## src/rtl/lvds_ser_pkg.sv

```systemverilog
package lvds_ser_pkg;
  localparam int SLOTS   = 7;
  localparam int SLOT_W  = $clog2(SLOTS);
  localparam int LANES   = 4;
  localparam int COLOR_W = 8;
  localparam int FIELD_W = 6;

  typedef logic [SLOTS-1:0]   word_t;
  typedef logic [SLOT_W-1:0]  slot_t;

  // bit k = clock lane level in slot k
  localparam word_t CLK_PATTERN = 7'b1100011;

  typedef enum logic [1:0] {
    MAP_18  = 2'd0,
    MAP_24A = 2'd1,
    MAP_24B = 2'd2,
    MAP_RSV = 2'd3
  } map_e;

  typedef struct packed {
    logic [COLOR_W-1:0] r;
    logic [COLOR_W-1:0] g;
    logic [COLOR_W-1:0] b;
    logic               hs;
    logic               vs;
    logic               de;
  } pixel_t;
endpackage

```

## src/rtl/lvds_slot_ctr.sv

```systemverilog
module lvds_slot_ctr
  import lvds_ser_pkg::*;
(
  input  logic  clk_i,
  input  logic  rst_ni,
  output slot_t slot_o,
  output logic  last_o,
  output logic  clk_lane_o
);
  localparam slot_t LAST = slot_t'(SLOTS - 1);

  slot_t slot_q;

  always_ff @(posedge clk_i or negedge rst_ni) begin
    if (!rst_ni)             slot_q <= '0;
    else if (slot_q == LAST) slot_q <= '0;
    else                     slot_q <= slot_q + slot_t'(1);
  end

  assign slot_o     = slot_q;
  assign last_o     = (slot_q == LAST);
  assign clk_lane_o = CLK_PATTERN[slot_q];

  a_r1_slot_range: assert property (@(posedge clk_i) disable iff (!rst_ni)
    slot_q <= LAST);
  a_r1_req_single: assert property (@(posedge clk_i) disable iff (!rst_ni)
    last_o |=> !last_o);
  a_r2_clk_rise: assert property (@(posedge clk_i) disable iff (!rst_ni)
    $rose(clk_lane_o) |-> slot_q == slot_t'(5));
  a_r2_clk_fall: assert property (@(posedge clk_i) disable iff (!rst_ni)
    $fell(clk_lane_o) |-> slot_q == slot_t'(2));
endmodule

```

## src/rtl/lvds_pixel_hold.sv

```systemverilog
module lvds_pixel_hold
  import lvds_ser_pkg::*;
(
  input  logic   clk_i,
  input  logic   rst_ni,
  input  logic   load_i,
  input  pixel_t pix_i,
  input  map_e   map_i,
  input  logic   mirror_i,
  output pixel_t pix_o,
  output map_e   map_o,
  output logic   mirror_o
);
  always_ff @(posedge clk_i or negedge rst_ni) begin
    if (!rst_ni) begin
      pix_o    <= '0;
      map_o    <= MAP_18;
      mirror_o <= 1'b0;
    end else if (load_i) begin
      pix_o    <= pix_i;
      map_o    <= map_i;
      mirror_o <= mirror_i;
    end
  end

  a_r9_cfg_stable: assert property (@(posedge clk_i) disable iff (!rst_ni)
    !$past(load_i) |-> ($stable(map_o) && $stable(mirror_o)));
  a_r8_pix_stable: assert property (@(posedge clk_i) disable iff (!rst_ni)
    !$past(load_i) |-> $stable(pix_o));
endmodule

```

## src/rtl/lvds_lane_packer.sv

```systemverilog
module lvds_lane_packer
  import lvds_ser_pkg::*;
(
  input  pixel_t pix_i,
  input  map_e   map_i,
  output word_t  words_o [LANES]
);
  logic               low_field;
  logic [FIELD_W-1:0] rf, gf, bf;
  logic [1:0]         rx, gx, bx;

  always_comb begin
    low_field = (map_i == MAP_24B);
    rf = low_field ? pix_i.r[FIELD_W-1:0] : pix_i.r[COLOR_W-1:COLOR_W-FIELD_W];
    gf = low_field ? pix_i.g[FIELD_W-1:0] : pix_i.g[COLOR_W-1:COLOR_W-FIELD_W];
    bf = low_field ? pix_i.b[FIELD_W-1:0] : pix_i.b[COLOR_W-1:COLOR_W-FIELD_W];
    // bits left over from the 6-bit field go to lane 3
    rx = low_field ? pix_i.r[COLOR_W-1:FIELD_W] : pix_i.r[1:0];
    gx = low_field ? pix_i.g[COLOR_W-1:FIELD_W] : pix_i.g[1:0];
    bx = low_field ? pix_i.b[COLOR_W-1:FIELD_W] : pix_i.b[1:0];

    words_o[0][0] = gf[0];
    for (int s = 1; s < SLOTS; s++) words_o[0][s] = rf[SLOTS-1-s];

    words_o[1][0] = bf[1];
    words_o[1][1] = bf[0];
    for (int s = 2; s < SLOTS; s++) words_o[1][s] = gf[SLOTS-s];

    words_o[2][0] = pix_i.de;
    words_o[2][1] = pix_i.vs;
    words_o[2][2] = pix_i.hs;
    for (int s = 3; s < SLOTS; s++) words_o[2][s] = bf[SLOTS+1-s];

    if (map_i == MAP_24A || map_i == MAP_24B)
      words_o[3] = {rx[0], rx[1], gx[0], gx[1], bx[0], bx[1], 1'b0};
    else
      words_o[3] = '0;
  end
endmodule

```

## src/rtl/lvds_lane_serializer.sv

```systemverilog
module lvds_lane_serializer
  import lvds_ser_pkg::*;
(
  input  logic               clk_i,
  input  logic               rst_ni,
  input  logic [COLOR_W-1:0] red_i,
  input  logic [COLOR_W-1:0] green_i,
  input  logic [COLOR_W-1:0] blue_i,
  input  logic               hsync_i,
  input  logic               vsync_i,
  input  logic               de_i,
  input  logic [1:0]         map_sel_i,
  input  logic               mirror_i,
  output logic               pix_req_o,
  output logic [LANES-1:0]   lane_o,
  output logic               clk_lane_o
);
  slot_t  slot;
  slot_t  slot_rev;
  logic   last;
  pixel_t pix_in, pix_q;
  map_e   map_q;
  logic   mirror_q;
  word_t  words [LANES];

  assign pix_in = '{r: red_i, g: green_i, b: blue_i, hs: hsync_i, vs: vsync_i, de: de_i};

  lvds_slot_ctr u_ctr (
    .clk_i      (clk_i),
    .rst_ni     (rst_ni),
    .slot_o     (slot),
    .last_o     (last),
    .clk_lane_o (clk_lane_o)
  );

  lvds_pixel_hold u_hold (
    .clk_i    (clk_i),
    .rst_ni   (rst_ni),
    .load_i   (last),
    .pix_i    (pix_in),
    .map_i    (map_e'(map_sel_i)),
    .mirror_i (mirror_i),
    .pix_o    (pix_q),
    .map_o    (map_q),
    .mirror_o (mirror_q)
  );

  lvds_lane_packer u_pack (
    .pix_i   (pix_q),
    .map_i   (map_q),
    .words_o (words)
  );

  assign slot_rev  = slot_t'(SLOTS - 1) - slot;
  assign pix_req_o = last;

  for (genvar l = 0; l < LANES; l++) begin : g_lane
    assign lane_o[l] = mirror_q ? words[l][slot_rev] : words[l][slot];
  end

  a_r3_lane3_idle: assert property (@(posedge clk_i) disable iff (!rst_ni)
    (map_q == MAP_18 || map_q == MAP_RSV) |-> !lane_o[3]);
  a_r6_ctl3_zero: assert property (@(posedge clk_i) disable iff (!rst_ni)
    (slot == '0 && !mirror_q) |-> !lane_o[3]);
  a_r10_req_gap: assert property (@(posedge clk_i) disable iff (!rst_ni)
    pix_req_o |-> clk_lane_o);
endmodule

```

## config.mk

```make
export PLATFORM = sky130hd
export DESIGN_NAME = lvds_lane_serializer
export DESIGN_NICKNAME = d
export VERILOG_FILES = /design/src/rtl/lvds_ser_pkg.sv /design/src/rtl/lvds_slot_ctr.sv /design/src/rtl/lvds_pixel_hold.sv /design/src/rtl/lvds_lane_packer.sv /design/src/rtl/lvds_lane_serializer.sv
export SDC_FILE = /design/constraint.sdc
export NUM_CORES = 1
export LEC_CHECK = 0
export CORE_MARGIN = 8
export CORE_UTILIZATION = 52
export CTS_CLUSTER_SIZE = 24
export DETAILED_ROUTE_END_ITERATION = 8
export PLACE_DENSITY = 0.8
export SKIP_LAST_GASP = 1
export SLEW_MARGIN = 15
export SYNTH_ARGS = -nofsm -noshare
export SYNTH_HDL_FRONTEND = slang
export SYNTH_SLANG_ARGS = --single-unit
```

## constraint.sdc

```tcl
create_clock -name clk_i -period 2.88 [get_ports clk_i]
set_input_delay 0.576 -clock clk_i [delete_from_list [all_inputs] [get_ports clk_i]]
set_output_delay 0.576 -clock clk_i [all_outputs]
set_load 0.02 [all_outputs]
```

==> flow_summary.toml <==
[final_layout]
design.final.nets = 266
post_layout_nonfiller_instances = 277
fin_area_um2 = 2779
antenna_cells_inserted = 0
area_delta_synth_final_pct = 36.34
drive_gt1_share_pct = 37.55

[routing]
remaining_drc_errors = 0
vias_per_cell = 5.899
drt_wl_total_mm = 5.165
post_drt_wl_per_cell_um = 18.65
detail-route-antenna-nets = 0
dr.first_iter.drc_count = 95
routed-via-count = 1634
drt-pass1-iter-count = 6

[timing]
whs_ns = 0.5315
worst_case_setup_margin_in_the_final_layout_ns = -0.02024
max_slew.worst_pin.slew_ns = 0.4335
period_share_pct = 100.7
final.min_clock_period_ns = 2.900
timing_max_transition_violations_final = 0
number_of_hold_violations_in_the_final_report = 0
finalSetupViolCount = 1
clock-skew-final_ns = 0.007013
rsz_0062_raised_after_global_routing = "yes"
fmaxAchievable_mhz = 344.8
slew_headroom_pct = 71.10

[run_status]
violations_in_the_final_reports = "negative setup slack"
result_of_the_run = "finished with violations"

[worst_hold_path]
whs_endpoint = "u_hold.pix_o[6]"
min_from = "u_hold.pix_o[6]"
number_of_stages_on_the_worst_hold_path = 1
worstHoldPathType = "flop to flop"

[yosys]
post-synth-top-count-cell = "dfrtp_1"
synth_common_cells = "33 x dfrtp_1, 30 x mux2_2, 18 x mux2i_1, 8 x buf_2, 7 x nor2_1"
ys.warnings.count = 0
synth_seq_area_share_pct = 40.52
mappedNetlistNets = 207
synth.largest_area_cell = "dfrtp_1"
synthDistinctLibCells = 40
ys_ff_latch = 33
async_reset_ff_share_pct = 100.0
mappedNetlistArea_um2 = 2038
synth.avg_cell_area_um2 = 12.06
synth_edf_count = 0
post-synth-top-area-fraction_pct = 40.52
synth_ff_type = "dfrtp_1"
netlist_instances = 169
synth.top_cells.by_area = "dfrtp_1 41%, mux2_2 17%, mux2i_1 8.8%, mux4_1 6.4%, ha_1 3.7%"

[critical_path]
crit_top_cell = "buf_4"
endpoint_kind = "primary output"
reg2reg_to = "u_hold.pix_o[1]"
worst-endpoint-arrival_ns = 2.32
crit_path_top_delay_cell = "dfrtp_1"
reg2reg_depth = 6
reg2reg_from = "u_ctr.slot_o[0]"
setup.reg_to_reg.worst_slack_ns = 0.97
crit_path_max_fanout = 4
timing_worst_setup_path_type = "flop to primary output"
endpoint_required_time_on_the_critical_path_ns = 2.30
critPathMaxStageDelay_ns = 0.44
cell_by_cell_trace_of_the_critical_path = "inv_2, ha_1, buf_4, and4_1, o31a_1, a2111oi_2, o21ai_1, buf_4"
worstSetupStartpointType = "flop"

[clock_network]
cts_tree = "done"
clock_sink_total = 33
cts_max_path_buffers = 2
register_clock_pin_slew_on_the_reported_worst_setup_and_hold_paths_ns = 0.08
cts_root_buf = "clkbuf_8"
cts_inserted_buffers = 5
insertion_delay_ns = 0.29
htree_levels = 2

[placement]
port_buffers = 37
placed_cells_incl_taps = 261
globalplace.congestion = 0.8440
placement.cell_area_um2 = 2560
pre_cts_ws_ns = -0.1334
post-dp-hpwl_mm = 3.766

[global_route]
first_global_vias = 1791
track_usage_pct = 17.55
initial_antenna_violation_count = 0
pin_count_of_the_biggest_net_entering_global_routing = 34
first_pass_grt_wire_length_mm = 8.742
globalRoute.totalOverflow = 0

[floorplanning]
floorplan.die.width_um = 78.61
die_h_um = 78.61
initial_core_util_pct = 54.85
design.portCount = 38
die-area_um2 = 6179
rows = 22
core-area_um2 = 3716

[run]
drv_cap = 0

[power_and_ir_drop]
power_leakage_nw = 1.135
power-per-cell-area_nw_per_um2 = 404.2
worst_ir_drop_vdd_mv = 0.3806
==> power breakdown <==
group | total, W | switching, W | internal [W]
Combinational | 0.000158 | 0.0000629 | 0.0000948
Clock | 0.000464 | 0.000182 | 0.000281
Sequential | 0.000502 | 0.0000171 | 0.000485
Total | 0.00112 | 0.000262 | 0.000861
==> placed cells by master, fill, tap and decap left out, types with 2 or more instances in the layout <==
| master | n |
|---|---|
| a211oi_1 | 3 |
| a21oi_1 | 2 |
| and2_1 | 3 |
| and3_1 | 2 |
| buf_4 | 29 |
| clkbuf_2 | 2 |
| clkbuf_8 | 6 |
| clkdlybuf4s50_1 | 33 |
| dfrtp_1 | 33 |
| ha_1 | 4 |
| inv_1 | 2 |
| inv_2 | 2 |
| mux2_2 | 30 |
| mux2i_1 | 18 |
| mux4_1 | 5 |
| nand2_1 | 5 |
| nand2b_1 | 2 |
| nor2_1 | 7 |
| nor3_1 | 2 |
| o211ai_1 | 4 |
| o21ai_0 | 2 |
| o221ai_1 | 2 |
| o31a_1 | 2 |
| or2_2 | 3 |
==> metal layers <==
layer  part of all wire (%)  track usage, %
met1                     43           20.70
met2                     50           29.99
met3                    5.3           4.897
met4                    1.6           5.741
met5                      0               0
==> state kept, by name, indices dropped and copies added (netlist names) <==
register         count
u_hold.mirror_o      1
u_hold.map_o         2
u_ctr.slot_o         3
u_hold.pix_o        27
==> metrics by stage <==
stage / setup TNS [ns] / power [W] / utilization (%)
global placement: -0.1219 / 0.0006609 / 68.89
global route: -0.1242 / 0.001162 / 74.78
finish: -0.02024 / 0.001123 / 74.78
CTS: -0.3653 / 0.001128 / 72.59
detailed placement: -0.2012 / 0.0006683 / 68.89
floorplan: 0 / 0.0005807 / -
==> worst max-delay path, delay by kind of cell, from the launching register on <==
kind | cells | cell delay (ns)
buffers and inverters | 3 | 0.38
AOI/OAI and AO/OA | 3 | 0.74
adders and majority gates | 1 | 0.31
and+or+nand+nor | 1 | 0.16
DFF | 1 | 0.44
==> area by class of cell <==
| type | instances | area [um^2] |
|---|---|---|
| tap | 48 | 60.06 |
| multi-input combinational | 118 | 1184 |
| fill | 256 | 937.1 |
| inverter | 5 | 20.02 |
| clock inverter | 2 | 37.54 |
| sequential | 33 | 825.8 |
| clock buffer | 6 | 82.58 |
| timing repair buffer | 65 | 569.3 |
==> how the worst max path moves through the flow <==
stage,from,depth (start not counted),slack (ns),to
2_1_floorplan,u_ctr.slot_o[0],8,0.04,lane_o[0]
3_3_place_gp,u_hold.map_o[0],7,-0.07,lane_o[2]
3_5_place_dp,u_ctr.slot_o[0],7,-0.13,lane_o[0]
4_1_cts,u_ctr.slot_o[0],8,-0.20,lane_o[0]
5_1_grt,u_ctr.slot_o[0],8,-0.12,lane_o[0]
6_report,u_ctr.slot_o[0],8,-0.02,lane_o[0]
==> what timing repair did <==
item	CTS	global route
setup endpoints to repair	4	4
hold buffers	0	0
gates resized for setup	8	23
setup buffers	0	8
pin swaps	0	1
cloned	0	0
==> cell families (layout without fill, tap and decap cells) <==
logic type	after synthesis	in the layout	synth area share, %
fa+ha+maj	6	6	3.683
flops	33	33	40.52
buf+inv	18	78	4.174
mux	54	54	32.96
compound gates	24	24	8.841
simple gates	32	32	8.963
xor+xnor	2	2	0.8596
(Power assumes the default switching activity.)
